### config.mk
export PLATFORM = sky130hd
export DESIGN_NAME = main_ctl_decoder
export DESIGN_NICKNAME = d
export VERILOG_FILES = /design/src/rtl/main_ctl_decoder.sv
export SDC_FILE = /design/constraint.sdc
export NUM_CORES = 1
export LEC_CHECK = 0
export ABC_AREA = 1
export BUFFER_PORTS_ARGS = -buffer_cell sky130_fd_sc_hd__buf_4
export CAP_MARGIN = 20
export CORE_AREA = 3 3 40 42
export DETAILED_ROUTE_END_ITERATION = 12
export DIE_AREA = 0 0 43 45
export SLEW_MARGIN = 20
export SYNTH_ARGS = -nofsm -noshare
export SYNTH_HDL_FRONTEND = slang
export SYNTH_SLANG_ARGS = --single-unit
### constraint.sdc
create_clock -name vclk -period 1.1
set_input_delay 0.22 -clock vclk [all_inputs]
set_output_delay 0.22 -clock vclk [all_outputs]
set_load 0.01 [all_outputs]
### src/rtl/main_ctl_decoder.sv
module main_ctl_decoder #(
  parameter logic [5:0] OP_RTYPE = 6'b000000,
  parameter logic [5:0] OP_LOAD  = 6'b100011,
  parameter logic [5:0] OP_STORE = 6'b101011,
  parameter logic [5:0] OP_BEQ   = 6'b000100,
  parameter logic [5:0] OP_JUMP  = 6'b000010
) (
  input  logic [5:0] opcode,
  output logic       reg_dst,
  output logic       alu_src,
  output logic       mem_to_reg,
  output logic       reg_write,
  output logic       mem_read,
  output logic       mem_write,
  output logic       branch,
  output logic       jump,
  output logic [1:0] alu_op
);

  localparam logic [1:0] ALU_ADD   = 2'b00;
  localparam logic [1:0] ALU_SUB   = 2'b01;
  localparam logic [1:0] ALU_FUNCT = 2'b10;

  typedef struct packed {
    logic       dst;
    logic       src;
    logic       m2r;
    logic       rwr;
    logic       mrd;
    logic       mwr;
    logic       br;
    logic       jmp;
    logic [1:0] aop;
  } ctl_t;

  ctl_t ctl;

  always_comb begin
    ctl = '0;
    unique case (opcode)
      OP_RTYPE: begin
        ctl.dst = 1'b1;
        ctl.rwr = 1'b1;
        ctl.aop = ALU_FUNCT;
      end
      OP_LOAD: begin
        ctl.src = 1'b1;
        ctl.m2r = 1'b1;
        ctl.rwr = 1'b1;
        ctl.mrd = 1'b1;
        ctl.aop = ALU_ADD;
      end
      OP_STORE: begin
        ctl.src = 1'b1;
        ctl.mwr = 1'b1;
        ctl.aop = ALU_ADD;
      end
      OP_BEQ: begin
        ctl.br  = 1'b1;
        ctl.aop = ALU_SUB;
      end
      OP_JUMP: begin
        ctl.jmp = 1'b1;
      end
      default: ctl = '0;
    endcase
  end

  assign reg_dst    = ctl.dst;
  assign alu_src    = ctl.src;
  assign mem_to_reg = ctl.m2r;
  assign reg_write  = ctl.rwr;
  assign mem_read   = ctl.mrd;
  assign mem_write  = ctl.mwr;
  assign branch     = ctl.br;
  assign jump       = ctl.jmp;
  assign alu_op     = ctl.aop;

  always_comb begin

    mem_excl_chk: assert (!(ctl.mrd && ctl.mwr));

    flow_excl_chk: assert (!(ctl.br && ctl.jmp));

    rtype_wr_chk: assert (!ctl.dst || (ctl.rwr && ctl.aop == ALU_FUNCT));

    load_wb_chk: assert (!ctl.mrd || (ctl.m2r && ctl.rwr && ctl.src));

    store_nowr_chk: assert (!ctl.mwr || (!ctl.rwr && ctl.src));

    beq_sub_chk: assert (!ctl.br || (ctl.aop == ALU_SUB && !ctl.rwr));

    jump_inert_chk: assert (!ctl.jmp || (!ctl.rwr && !ctl.mwr && !ctl.mrd));

    bad_op_chk: assert (opcode == OP_RTYPE || opcode == OP_LOAD || opcode == OP_STORE ||
                        opcode == OP_BEQ || opcode == OP_JUMP || ctl == '0);
  end

endmodule

==> results of run 1 <==
## through the flow
| stage | hold WS, ns | instance area [µm²] | setup TNS (ns) | cells | setup WS, ns |
|---|---|---|---|---|---|
| 2_1_floorplan | 0.488 | 119 | 0 | 27 | 0.0626 |
| 3_3_place_gp | 0.704 | 243 | -0.0417 | 56 | -0.0210 |
| 3_5_place_dp | 0.704 | 243 | -0.0480 | 56 | -0.0146 |
| 4_1_cts | 0.711 | 248 | 0 | 56 | 0.0315 |
| 5_1_grt | 0.734 | 250 | 0 | 56 | 0.00553 |
| 6_report | 0.711 | 250 | 0 | 56 | 0.0591 |
## layout by cell type, fill, tap and decap left out, drive strengths merged
cell    n
nor2    8
or2     1
nand2   7
nand3   2
inv     7
buf    16
## power breakdown
group	total, mW	switching (mW)	internal [mW]	leakage [nW]
combinational	0.0508	0.0248	0.0261	0.169
clock	0	0	0	0
sequential	0	0	0	0
## final timing paths
path | endpoint | cells after the start | slack (ns) | startpoint
worst min-delay path | alu_src | 3 | 0.71 | opcode[2]
worst max-delay path | alu_op[0] | 5 | 0.06 | opcode[5]
## area by class of cell
| type | instances | area [µm²] |
|---|---|---|
| tap | 15 | 18.8 |
| timing repair buffer | 16 | 120 |
| multi-input combinational | 18 | 85.1 |
| fill | 164 | 1030 |
| inverter | 7 | 26.3 |
## worst max-delay path: cells and delay by family
family                 cells  cell delay [ns]
buffers and inverters      2             0.26
AND/OR/NAND/NOR            3             0.34
## kinds of logic (layout without fill, tap and decap cells)
group / count (synthesis) / count (layout) / share of synthesized area, %
buffers and inverters: 9 / 23 / 34.7
AND/OR/NAND/NOR: 18 / 18 / 65.3
## layer usage
metal,global-route usage [%],wire length (µm),up-vias
met5,0,0,-
li1,-,-,102
met3,1.59,66,0
met1,5.48,143,75
met2,5.39,176,9
met4,0,0,0
## what timing repair did
| item | CTS | global route |
|---|---|---|
| setup endpoints to repair | 4 | 3 |
| pin swaps | 0 | 0 |
| resized for setup | 2 | 1 |
==> results.ini, run 1 <==
[die]
start_util_pct=9.25
die_x_um=43
num_rows=13
die_h_um=45
fp.dieArea_um2=1940
core_area_um2=1280
io_pins=16

[drt]
finalWirelength_um=386
drt-initial-drc-count=2
wire_per_inst_um=6.89
viasPerCell=3.32
drt_first_pass_iters=4
vias=186
drc_errors=0
ant_nets=0

[sta]
setup_viol_count_final=0
rsz0062_at_grt=no
slew_headroom_pct=90.1
drv_slew=0
fmax_mhz=961
final_hold_viol_count=0
worst_slew_pin_slew_ns=0.148
post-route-min-period_ns=1.04
period_share_pct=94.6

[final_layout]
antenna_cells=0
fin_util_pct=19.5
num-nets-final=49
flops_and_latches=0
nClkBuffers=0
layout-drive-gt1-share_pct=48.8
seqCellArea_um2=0
area_delta_synth_final_pct=111

[yosys]
synth_most_common_cell=nor2_1
ys_types=7
synth-warning-count=0
synth_area_um2=119
netlist_instances=27
synth.area.top_cells=nor2_1, inv_1, nand2_1
syn_nets=33
yosysSeqAreaShare_pct=0
syn_avg_cell_area_um2=4.40
synthTopCellsByCount=nor2_1, inv_1, nand2_1, buf_4
yosys.area.top_type=nor2_1
netlist.area_leader.share_pct=25.3

[setup_path]
crit_top_cell=buf_4
cp_data_required_time_ns=0.88
arrival_ns=0.82
worstSetupPathType=in -> out
crit_path_top_delay_cell=nor2_2
critPathLaunchType=primary input
path_cells=buf_4 -> nor2_2 -> nand2_1 -> nor2_1 -> buf_4
cp_slowest_stage_delay_ns=0.15
crit_fanout=3
end_kind=primary output

[power]
ir_drop_mv=0.0449
p_total_uw=50.8
total_leakage_power_nw=0.169
power_density_nw_per_um2=203

[clock_tree]
postCtsHoldBufs=0
cts_setup_buffers=0

[placed_design]
hpwl_um=348
gp_congestion=0.608
io_buffer_count=16

[hold_path]
hp-class=in -> out

[global_route]
grt_pass1_wl_um=607
grt_util_all_layers_pct=3.73
grt_pass1_vias=143
grt_max_degree=5
antenna_found_initial=0
overflow=0

[run_status]
status=finished clean

[flow_run]
maxCapViolations=0

(Power assumes the default switching activity.)
==> run 2: changes to the inputs <==
--- a/config.mk
+++ b/config.mk
@@ -6,5 +6,4 @@
 export NUM_CORES = 1
 export LEC_CHECK = 0
-export ABC_AREA = 1
 export BUFFER_PORTS_ARGS = -buffer_cell sky130_fd_sc_hd__buf_4
 export CAP_MARGIN = 20
==> constraint.sdc (replaced) <==
create_clock -name vclk -period 1.1
set_input_delay 0.22 -clock vclk [all_inputs]
set_output_delay 0.22 -clock vclk [all_outputs]
set_load 0.1 [all_outputs]
==> run 2 against run 1 <==
Compared with the run above:
- the run now ends with setup timing left
- synthesized cell count fell by 44%
- area after synthesis fell by 3.2%
- non-clock buffer count rose by 9
- cell count decreased by 5.4%
- maximum frequency down 36%
- largest cell class unchanged
==> results.ini, run 2 <==
[power]
pwr-share-comb_pct=100.0  ; about the same
total_leakage_power_nw=0.206  ; +22%
pwr-share-seq_pct=0  ; unchanged
switching_share_pct=53.2  ; +4.4 points
p_total_uw=147  ; +190%
power_density_nw_per_um2=277  ; +36%
ir_drop_mv=0.135  ; +200%
p_int_uw=68.8  ; +160%
pwr-share-clk_pct=0  ; unchanged
switching_power_uw=78.2  ; +220%

[final_layout]
layout_common_cells=buf_6, buf_12, buf_4
layout-drive-gt1-share_pct=94.7  ; +46 points
area_delta_synth_final_pct=361
flops_and_latches=0  ; unchanged
seqCellArea_um2=0  ; unchanged
fin_area_um2=531  ; +110%
antenna_cells=0  ; unchanged
layout_commonest_cell=buf_6
stdcell_count=53  ; -5.4%
num-nets-final=46  ; -6.1%
multiInputGateArea_um2=191  ; +130%
fin_util_pct=41.3  ; +22 points
nClkBuffers=0  ; unchanged
fill_cells=135  ; -18%

[global_route]
grt_util_all_layers_pct=6.23  ; +2.5 points
grt_max_degree=8  ; +3
overflow=0  ; unchanged
antenna_found_initial=0  ; unchanged
grt_pass1_vias=222  ; +55%
grt_pass1_wl_um=972  ; +60%

[setup_path]
crit_fanout=3  ; unchanged
crit_path_top_delay_cell=or4_4
critPathLaunchType=primary input
crit_family=simple AND/OR/NAND/NOR gates
worstSetupPathType=in -> out
arrival_ns=1.40  ; +0.58 ns
cp_data_required_time_ns=0.88  ; about the same
cp_slowest_stage_delay_ns=0.55  ; +0.40 ns
path_cells=buf_6 -> or4_4 -> buf_4 -> nor3_4 -> buf_12
path_buf_inv=3  ; +1
end_kind=primary output

[placed_design]
io_buffer_count=16  ; unchanged
placed_cell_area_um2=367  ; +51%
place_ws_ns=-0.584  ; -0.569 ns
gp_congestion=0.768  ; +26%
placed_cells=51  ; -8.9%

[drt]
vias=215  ; +16%
wire_per_inst_um=10.8  ; +56%
drt_first_pass_iters=1  ; -3
finalWirelength_um=570  ; +48%
drc_errors=0  ; unchanged
viasPerCell=4.06  ; +22%
drt-initial-drc-count=0  ; -2
ant_nets=0  ; unchanged

[sta]
slew_headroom_pct=82.6  ; -7.5 points
final.setup.worst_slack_ns=-0.519  ; -0.578 ns
final_hold_viol_count=0  ; unchanged
period_share_pct=147  ; +53 points
worst_slew_pin_slew_ns=0.260  ; +0.112 ns
fmax_mhz=618  ; -36%
post-route-min-period_ns=1.62  ; +0.578 ns
drv_slew=0  ; unchanged
setup_viol_count_final=10  ; +10
tns_ns=-3.43  ; -3.43 ns
rsz0062_at_grt=yes
hold_slack_ns=0.821  ; +0.110 ns

[yosys]
synth_top_family_by_area=simple AND/OR/NAND/NOR gates
synthSimpleGateAreaFrac_pct=73.9  ; +8.6 points
syn_avg_cell_area_um2=7.67  ; +74%
muxShareOfSynthArea_pct=0  ; unchanged
ys_types=11  ; +4
synth-warning-count=0  ; unchanged
syn_nets=21  ; -36%
synth_most_common_cell=nor3_1
yosys.area_share.xor_xnor_pct=0  ; unchanged
synth-compound-area-share_pct=13.0  ; +13 points
netlist_instances=15  ; -44%
netlist.area_leader.share_pct=17.4  ; -7.9 points
yosysSeqAreaShare_pct=0  ; unchanged
synthAdderAreaFrac_pct=0  ; unchanged
synthTopCellsByCount=nor3_1, buf_4
synth_area_um2=115  ; -3.2%
yosys.area.top_type=nor3_1
synth.area.top_cells=nor3_1, a2111oi_2, buf_4

[run_status]
status=finished with violations
violations=setup timing

[die]
die_x_um=43  ; unchanged
core_area_um2=1280  ; unchanged
start_util_pct=8.96  ; -0.29 points
die_h_um=45  ; unchanged
num_rows=13  ; unchanged
io_pins=16  ; unchanged
fp.dieArea_um2=1940  ; unchanged

[flow_run]
maxCapViolations=0  ; unchanged

[hold_path]
hp-class=in -> out

==> run 2: cell type report <==
cell class	instances	area share, %
timing repair buffer	25	60.4
tap	15	3.54
multi-input combinational	13	36.1
==> run 2: power by group through the flow <==
stage | combinational [mW] | sequential, mW | clock [mW]
after floorplan | 0.0532 | 0 | 0
after global placement | 0.117 | 0 | 0
after CTS | 0.143 | 0 | 0
final | 0.147 | 0 | 0
after detailed placement | 0.118 | 0 | 0
after global routing | 0.154 | 0 | 0
==> run 2: logic make-up (layout without fill, tap and decap cells) <==
kind of cell,Yosys count,after routing
compound gates,1,1
simple gates,12,12
buf+inv,2,25
==> run 2: metal layers <==
metal	vias up	global-route usage, %	wire length (µm)
met2	15	12.3	280
met1	94	7.43	233
met5	-	0	0
li1	106	-	-
met3	0	1.20	57
met4	0	0	0
==> run 2: repair_timing <==
action | 4_1_cts | 5_1_grt
pin swaps | 3 | 2
hold buffers | 0 | 0
setup buffers | 2 | 1
setup endpoints to repair | 10 | 10
resized for setup | 33 | 3
==> run 2: worst paths after layout <==
| kind | start | endpoint | cells past startpoint |
|---|---|---|---|
| hold / removal | opcode[2] | jump | 4 |
| setup / recovery | opcode[5] | reg_dst | 5 |
